--- src/rtl/gfsq_pkg.sv ---
package gfsq_pkg;
  typedef enum logic [1:0] {
    ST_IDLE  = 2'd0,
    ST_PASS1 = 2'd1,
    ST_PASS2 = 2'd2,
    ST_DONE  = 2'd3
  } seq_state_t;
endpackage

--- src/rtl/gfsq_alpha.sv ---
// Multiply a field element by alpha and reduce with the implied x^M term.
module gfsq_alpha #(
  parameter int M = 8
) (
  input  logic [M-1:0] in_v,
  input  logic [M-1:0] poly,
  output logic [M-1:0] out_v
);
  genvar j;
  generate
    for (j = 0; j < M; j++) begin : g_bit
      if (j == 0) begin : g_lo
        assign out_v[j] = in_v[M-1] & poly[j];
      end else begin : g_hi
        assign out_v[j] = (in_v[M-1] & poly[j]) ^ in_v[j-1];
      end
    end
  endgenerate
endmodule

--- src/rtl/gfsq_split.sv ---
// Even/odd bit separation of the multiplier into two half-length words.
module gfsq_split #(
  parameter int M = 8,
  parameter int H = (M + 1) / 2
) (
  input  logic [M-1:0] b,
  output logic [H-1:0] even_w,
  output logic [H-1:0] odd_w
);
  genvar i;
  generate
    for (i = 0; i < H; i++) begin : g_pair
      assign even_w[i] = b[2*i];
      if (2*i + 1 < M) begin : g_odd
        assign odd_w[i] = b[2*i+1];
      end else begin : g_pad
        assign odd_w[i] = 1'b0;
      end
    end
  endgenerate
endmodule

--- src/rtl/gfsq_core.sv ---
// Sequential A*X^2 mod P, one bit of X per cycle, most significant first.
module gfsq_core #(
  parameter int M = 8,
  parameter int H = (M + 1) / 2
) (
  input  logic         clk,
  input  logic         rst_n,
  input  logic         start,
  input  logic [M-1:0] a,
  input  logic [H-1:0] x,
  input  logic [M-1:0] poly,
  output logic         busy,
  output logic         done,
  output logic [M-1:0] y
);
  localparam int CW = $clog2(H + 1);

  logic [M-1:0]  acc;
  logic [H-1:0]  xsh;
  logic [CW-1:0] cnt;
  logic [M-1:0]  t1, t2, nxt;

  gfsq_alpha #(.M(M)) u_sh1 (.in_v(acc), .poly(poly), .out_v(t1));
  gfsq_alpha #(.M(M)) u_sh2 (.in_v(t1),  .poly(poly), .out_v(t2));

  assign nxt = t2 ^ (xsh[H-1] ? a : '0);
  assign y   = acc;

  always_ff @(posedge clk or negedge rst_n) begin
    if (!rst_n) begin
      acc  <= '0;
      xsh  <= '0;
      cnt  <= '0;
      busy <= 1'b0;
      done <= 1'b0;
    end else begin
      done <= 1'b0;
      if (start) begin
        acc  <= '0;
        xsh  <= x;
        cnt  <= CW'(H);
        busy <= 1'b1;
      end else if (busy) begin
        acc <= nxt;
        xsh <= xsh << 1;
        cnt <= cnt - CW'(1);
        if (cnt == CW'(1)) begin
          busy <= 1'b0;
          done <= 1'b1;
        end
      end
    end
  end

  // a start launches a pass
  assert_start_R3: assert property (@(posedge clk) disable iff (!rst_n)
    start |=> busy);
  // completion is reported only once stepping has stopped
  assert_done_R3: assert property (@(posedge clk) disable iff (!rst_n)
    done |-> !busy);
endmodule

--- src/rtl/gf2m_sqmul.sv ---
module gf2m_sqmul
  import gfsq_pkg::*;
#(
  parameter int M = 8
) (
  input  logic         clk,
  input  logic         rst_n,
  input  logic         in_valid,
  output logic         in_ready,
  input  logic [M-1:0] in_a,
  input  logic [M-1:0] in_b,
  input  logic [M-1:0] in_poly,
  output logic         out_valid,
  input  logic         out_ready,
  output logic [M-1:0] out_d
);
  localparam int H = (M + 1) / 2;

  seq_state_t   state;
  logic [M-1:0] a_q, b_q, p_q, y1_q, d_q;
  logic         kick;
  logic [H-1:0] b_even, b_odd;
  logic [M-1:0] a_alpha;
  logic [M-1:0] core_a;
  logic [H-1:0] core_x;
  logic         core_busy, core_done;
  logic [M-1:0] core_y;

  gfsq_split #(.M(M), .H(H)) u_split (.b(b_q), .even_w(b_even), .odd_w(b_odd));
  gfsq_alpha #(.M(M)) u_aalpha (.in_v(a_q), .poly(p_q), .out_v(a_alpha));

  // Operand switches: pass two takes A*alpha and the odd bits.
  always_comb begin
    if (state == ST_PASS2) begin
      core_a = a_alpha;
      core_x = b_odd;
    end else begin
      core_a = a_q;
      core_x = b_even;
    end
  end

  gfsq_core #(.M(M), .H(H)) u_core (
    .clk(clk), .rst_n(rst_n), .start(kick), .a(core_a), .x(core_x),
    .poly(p_q), .busy(core_busy), .done(core_done), .y(core_y)
  );

  assign in_ready  = (state == ST_IDLE);
  assign out_valid = (state == ST_DONE);
  assign out_d     = d_q;

  always_ff @(posedge clk or negedge rst_n) begin
    if (!rst_n) begin
      state <= ST_IDLE;
      a_q   <= '0;
      b_q   <= '0;
      p_q   <= '0;
      y1_q  <= '0;
      d_q   <= '0;
      kick  <= 1'b0;
    end else begin
      kick <= 1'b0;
      unique case (state)
        ST_IDLE: if (in_valid) begin
          a_q   <= in_a;
          b_q   <= in_b;
          p_q   <= in_poly;
          kick  <= 1'b1;
          state <= ST_PASS1;
        end
        ST_PASS1: if (core_done) begin
          y1_q  <= core_y;
          kick  <= 1'b1;
          state <= ST_PASS2;
        end
        ST_PASS2: if (core_done) begin
          d_q   <= y1_q ^ core_y;
          state <= ST_DONE;
        end
        ST_DONE: if (out_ready) state <= ST_IDLE;
        default: state <= ST_IDLE;
      endcase
    end
  end

  // an accepted operation closes the input and starts the core
  assert_accept_R5: assert property (@(posedge clk) disable iff (!rst_n)
    (in_valid && in_ready) |=> (!in_ready && kick));
  // the core is idle whenever a pass is launched
  assert_kick_R4: assert property (@(posedge clk) disable iff (!rst_n)
    kick |-> !core_busy);
  // end of pass one launches pass two
  assert_seq_R4: assert property (@(posedge clk) disable iff (!rst_n)
    (state == ST_PASS1 && core_done) |=> (state == ST_PASS2 && kick));
  // a stalled result is held
  assert_hold_R6: assert property (@(posedge clk) disable iff (!rst_n)
    (out_valid && !out_ready) |=> (out_valid && $stable(out_d)));
endmodule

--- config.mk ---
export PLATFORM = sky130hd
export DESIGN_NAME = gf2m_sqmul
export DESIGN_NICKNAME = d
export VERILOG_FILES = /design/src/rtl/gfsq_pkg.sv /design/src/rtl/gfsq_alpha.sv /design/src/rtl/gfsq_split.sv /design/src/rtl/gfsq_core.sv /design/src/rtl/gf2m_sqmul.sv
export SDC_FILE = /design/constraint.sdc
export NUM_CORES = 1
export LEC_CHECK = 0
export BUFFER_PORTS_ARGS = -buffer_cell sky130_fd_sc_hd__buf_4
export CAP_MARGIN = 30
export CORE_MARGIN = 1
export CORE_UTILIZATION = 40
export CTS_CLUSTER_DIAMETER = 100
export DETAILED_ROUTE_END_ITERATION = 10
export GPL_TIMING_DRIVEN = 0
export PLACE_DENSITY = 0.61
export SLEW_MARGIN = 25
export SYNTH_ARGS = -nofsm -noshare
export SYNTH_HDL_FRONTEND = slang
export SYNTH_SLANG_ARGS = --single-unit
--- constraint.sdc ---
create_clock -name clk -period 2.55 [get_ports clk]
set_input_delay 0.1275 -clock clk [delete_from_list [all_inputs] [get_ports clk]]
set_output_delay 0.1275 -clock clk [all_outputs]
set_load 0.02 [all_outputs]
==> reports/qor.csv <==
stage;metric;value;unit
layout;P&R area growth vs syn;19.84;%
global_routing;pin count of the biggest net entering global routing;61;
worst_setup_path;Reg2Reg Capture Point;u_core.y[1];
synth;Syn Nets;326;
floorplanning;Die Y;90.70;um
route;Post-Route WL;6.236;mm
synth;yosys warns;0;
pwr;Cell Pwr Density;1364;nW/um^2
floorplanning;DIE AREA;8226;sq um
synth;Syn Inst Count;291;
placed_design;HPWL after detailed placement;4.487;mm
clock_network;cts hold-fix bufs;1;
global_routing;first-pass GRT wire length;10.55;mm
synth;Yosys cell types;39;
clock_network;Clock Path Buffers;2;
route;Pre-antenna DRT Iters;5;
worst_setup_path;Worst Reg-to-Reg Cells;8;
synth;Post-Syn Area;3147;sq um
synth;post-synth top area cell;dfrtp_1;
placed_design;number of port buffers;37;
outcome;status;complete, no violations;
route;DR WL/cell;14.01;um
layout;layout cell share with drive strength beyond 1;29.77;%
route;Vias;2224;
worst_setup_path;Worst path slowest cell;dfrtp_1;
pwr;Max VDD drop;0.5437;mV
worst_setup_path;CP required;2750;ps
worst_setup_path;cell chain of the critical path;inv_1, ha_1, buf_2, buf_2, o21ai_0, a21oi_1, xor2_1, o22ai_1;
worst_setup_path;Critical Path Max Stage Delay;400;ps
timing;pins over their slew limit;0;
clock_network;CTS tree;done;
timing;Slew HR;50.94;%
worst_setup_path;Critical Path Most Common Cell;buf_2;
synth;Yosys reg bits;60;
synth;ys flop type;dfrtp_1;
clock_network;H-tree depth;3;
pwr;Combinational Power Share;47.6;%
clock_network;Setup Fix Bufs, Post-CTS;0;
layout;Layout Nets;376;
timing;Final Hold Vio Count;0;
clock_network;total CTS buffers;9;
timing;pin slew with the least headroom to its limit;736.0;ps
synth;share of the synthesized area in the top cell type;47.71;%
route;vias per cell;4.998;
hold_path;Worst Hold Path EP;b_q[4];
route;ANT nets after route;0;
timing;fmax;476.3;MHz
floorplanning;core area;7408;sq um
route;DRT iter0 DRCs;107;
global_routing;GRT Overall Usage;16.56;%
worst_setup_path;startpoint types;flop;
worst_setup_path;R2R Setup Slk;450;ps
timing;min Tclk post-route;2099;ps
worst_setup_path;Crit. End Element;flop;
placed_design;dpl cells;427;
clock_network;root buffer cell;clkbuf_8;
clock_network;clock slew at the register clock pins of the worst setup and hold paths;70;ps
floorplanning;Initial Util;42.48;%
timing;clock skew;8.404;ps
worst_setup_path;Worst Path Buf+Inv;3;
pwr;Internal Pwr Total;3.153;mW
worst_setup_path;crit-path leading delay family;buffers and inverters;
global_routing;gr ovfl total;0;
hold_path;HP Start;in_b[4];
hold_path;hold depth;2;
layout;Layout Utilization;50.90;%
floorplanning;Die Span X;90.70;um
clock_network;CTS resizes;0;
placed_design;GPL Wtd Cong;0.7862;
pwr;Leak;1.669;nW
worst_setup_path;Crit Path Max Fanout;10;
clock_network;Sinks on Clock Net;60;
timing;fin crit share;82.33;%
synth;EDFF count, synth;0;
pwr;switching share of power;38.73;%
pwr;Net Sw Power;1.993;mW
synth;asr flop ratio synth;100.0;%
global_routing;antenna violations before repair;0;
worst_setup_path;R2R Path Start;state[0];
pwr;total power;5.145;mW
global_routing;vias in the first global route;2142;
route;DRC violations left;0;
worst_setup_path;critical path class;flop to flop;
pwr;Flop pwr share;35.5;%
synth;post-synthesis sequential area ratio;47.71;%
floorplanning;IO Count;38;
timing;RSZ-0062 raised after global routing;false;
floorplanning;# rows;31;
hold_path;hold crit path type;primary input to flop;
pwr;Clock Power Share;16.9;%
timing;# setup viols final;0;
layout;diode count;0;
worst_setup_path;crit path DAT;2300;ps
synth;syn_area_per_cell;10.81;sq um
synth;largest cells by area after synthesis;dfrtp_1 (48%), mux2_2 (12%), xnor2_1 (5.0%);
job;Max-Cap Viols;0;
clock_network;Clock Latency Late Sink;340;ps
timing;Sum Neg Setup Slack;0;ps
layout;Final Non-Filler Cells;445;
-- final cells by class --
cell class	instances	area (sq um)
fill	697	3637
multi-input combinational	203	1524
sequential	60	1501
timing repair buffer	39	297.8
clock buffer	12	155.1
tap	99	123.9
buffer	17	80.08
clock inverter	4	47.55
inverter	11	41.29
-- registers in the layout (all words and copies together), names as in the netlist, 2 cells and up --
name and count:
y1_q 8, a_q 8, state 2, p_q 8, b_q 8, out_d 8, u_core.xsh 4, u_core.cnt 3
u_core.y 8
-- worst register-to-register path, delay by kind of cell (launching register included) --
kind                       cells  cell delay [ps]
AOI/OAI and AO/OA              3              420
xor gates and xnor gates       1              260
adders and majority gates      1              260
buffers and inverters          3              640
DFF                            1              400
-- routing by layer --
| metal | up-vias | global-route usage, % | wire length [um] |
|---|---|---|---|
| met3 | 9 | 4.798 | 222 |
| li1 | 1116 | - | - |
| met5 | - | 0 | 0 |
| met4 | 0 | 6.586 | 108 |
| met2 | 41 | 24.49 | 2785 |
| met1 | 1058 | 22.65 | 3120 |
-- stage by stage --
| stage | setup slack, ps | cell area [sq um] | hold slack (ps) |
|---|---|---|---|
| finish | 450.6 | 3771 | 16.64 |
| global route | 320.8 | 3771 | 5.768 |
| CTS | 466.1 | 3761 | 10.61 |
| detailed placement | 480.2 | 3548 | 245.8 |
| global placement | 497.4 | 3548 | 245.3 |
| floorplan | 750.7 | 3147 | -168.1 |
-- Yosys cell counts, drive strengths merged (3+ instances only) --
| cell type | n |
|---|---|
| ha | 7 |
| o311ai | 3 |
| o21ai | 15 |
| clkbuf | 9 |
| buf | 8 |
| xor2 | 6 |
| nand3b | 7 |
| dfrtp | 60 |
| mux2i | 3 |
| nand2b | 7 |
| nand3 | 5 |
| xnor2 | 18 |
| a21oi | 17 |
| and2 | 3 |
| mux2 | 34 |
| a21bo | 5 |
| nand2 | 17 |
| a31oi | 8 |
| nor2 | 18 |
| nor2b | 4 |
| a211oi | 11 |
| inv | 11 |
-- power by group through the flow --
stage / registers (mW) / logic (mW) / clock network (mW)
after global routing: 1.91 / 2.70 / 0.944
after floorplan: 1.78 / 1.89 / 0
after detailed placement: 1.84 / 2.45 / 0
after global placement: 1.82 / 2.40 / 0
after CTS: 1.83 / 2.46 / 0.888
final: 1.83 / 2.45 / 0.867
-- worst max path at each step --
stage	start	end	slack (ps)	depth (start not counted)
2_1_floorplan	state[0]	state[1]	750	7
3_3_place_gp	state[0]	u_core.y[1]	500	8
3_5_place_dp	state[0]	state[1]	480	7
4_1_cts	state[0]	state[1]	470	7
5_1_grt	state[0]	u_core.y[1]	320	8
6_report	state[0]	u_core.y[1]	450	8
-- cell usage in the layout, fill, tap and decap left out, types with 9 or more instances in the layout --
cell type / count
inv_1: 11
a21oi_1: 17
dfrtp_1: 60
mux2_2: 34
nand2_1: 17
clkbuf_8: 11
nor2_1: 18
o21ai_0: 15
buf_4: 40
clkbuf_1: 10
a211oi_1: 9
xnor2_1: 18
-- cells by family after synthesis --
group | Yosys count | share of synthesized area [%]
buffers and inverters | 28 | 3.857
XOR/XNOR | 24 | 6.919
multiplexers | 37 | 13.12
AND/OR/NAND/NOR | 64 | 10.18
adder cells (fa/ha/maj) | 7 | 2.783
AO/OA/AOI/OAI | 71 | 15.43
flip-flops | 60 | 47.71
Power figures use the tool's default switching activity.
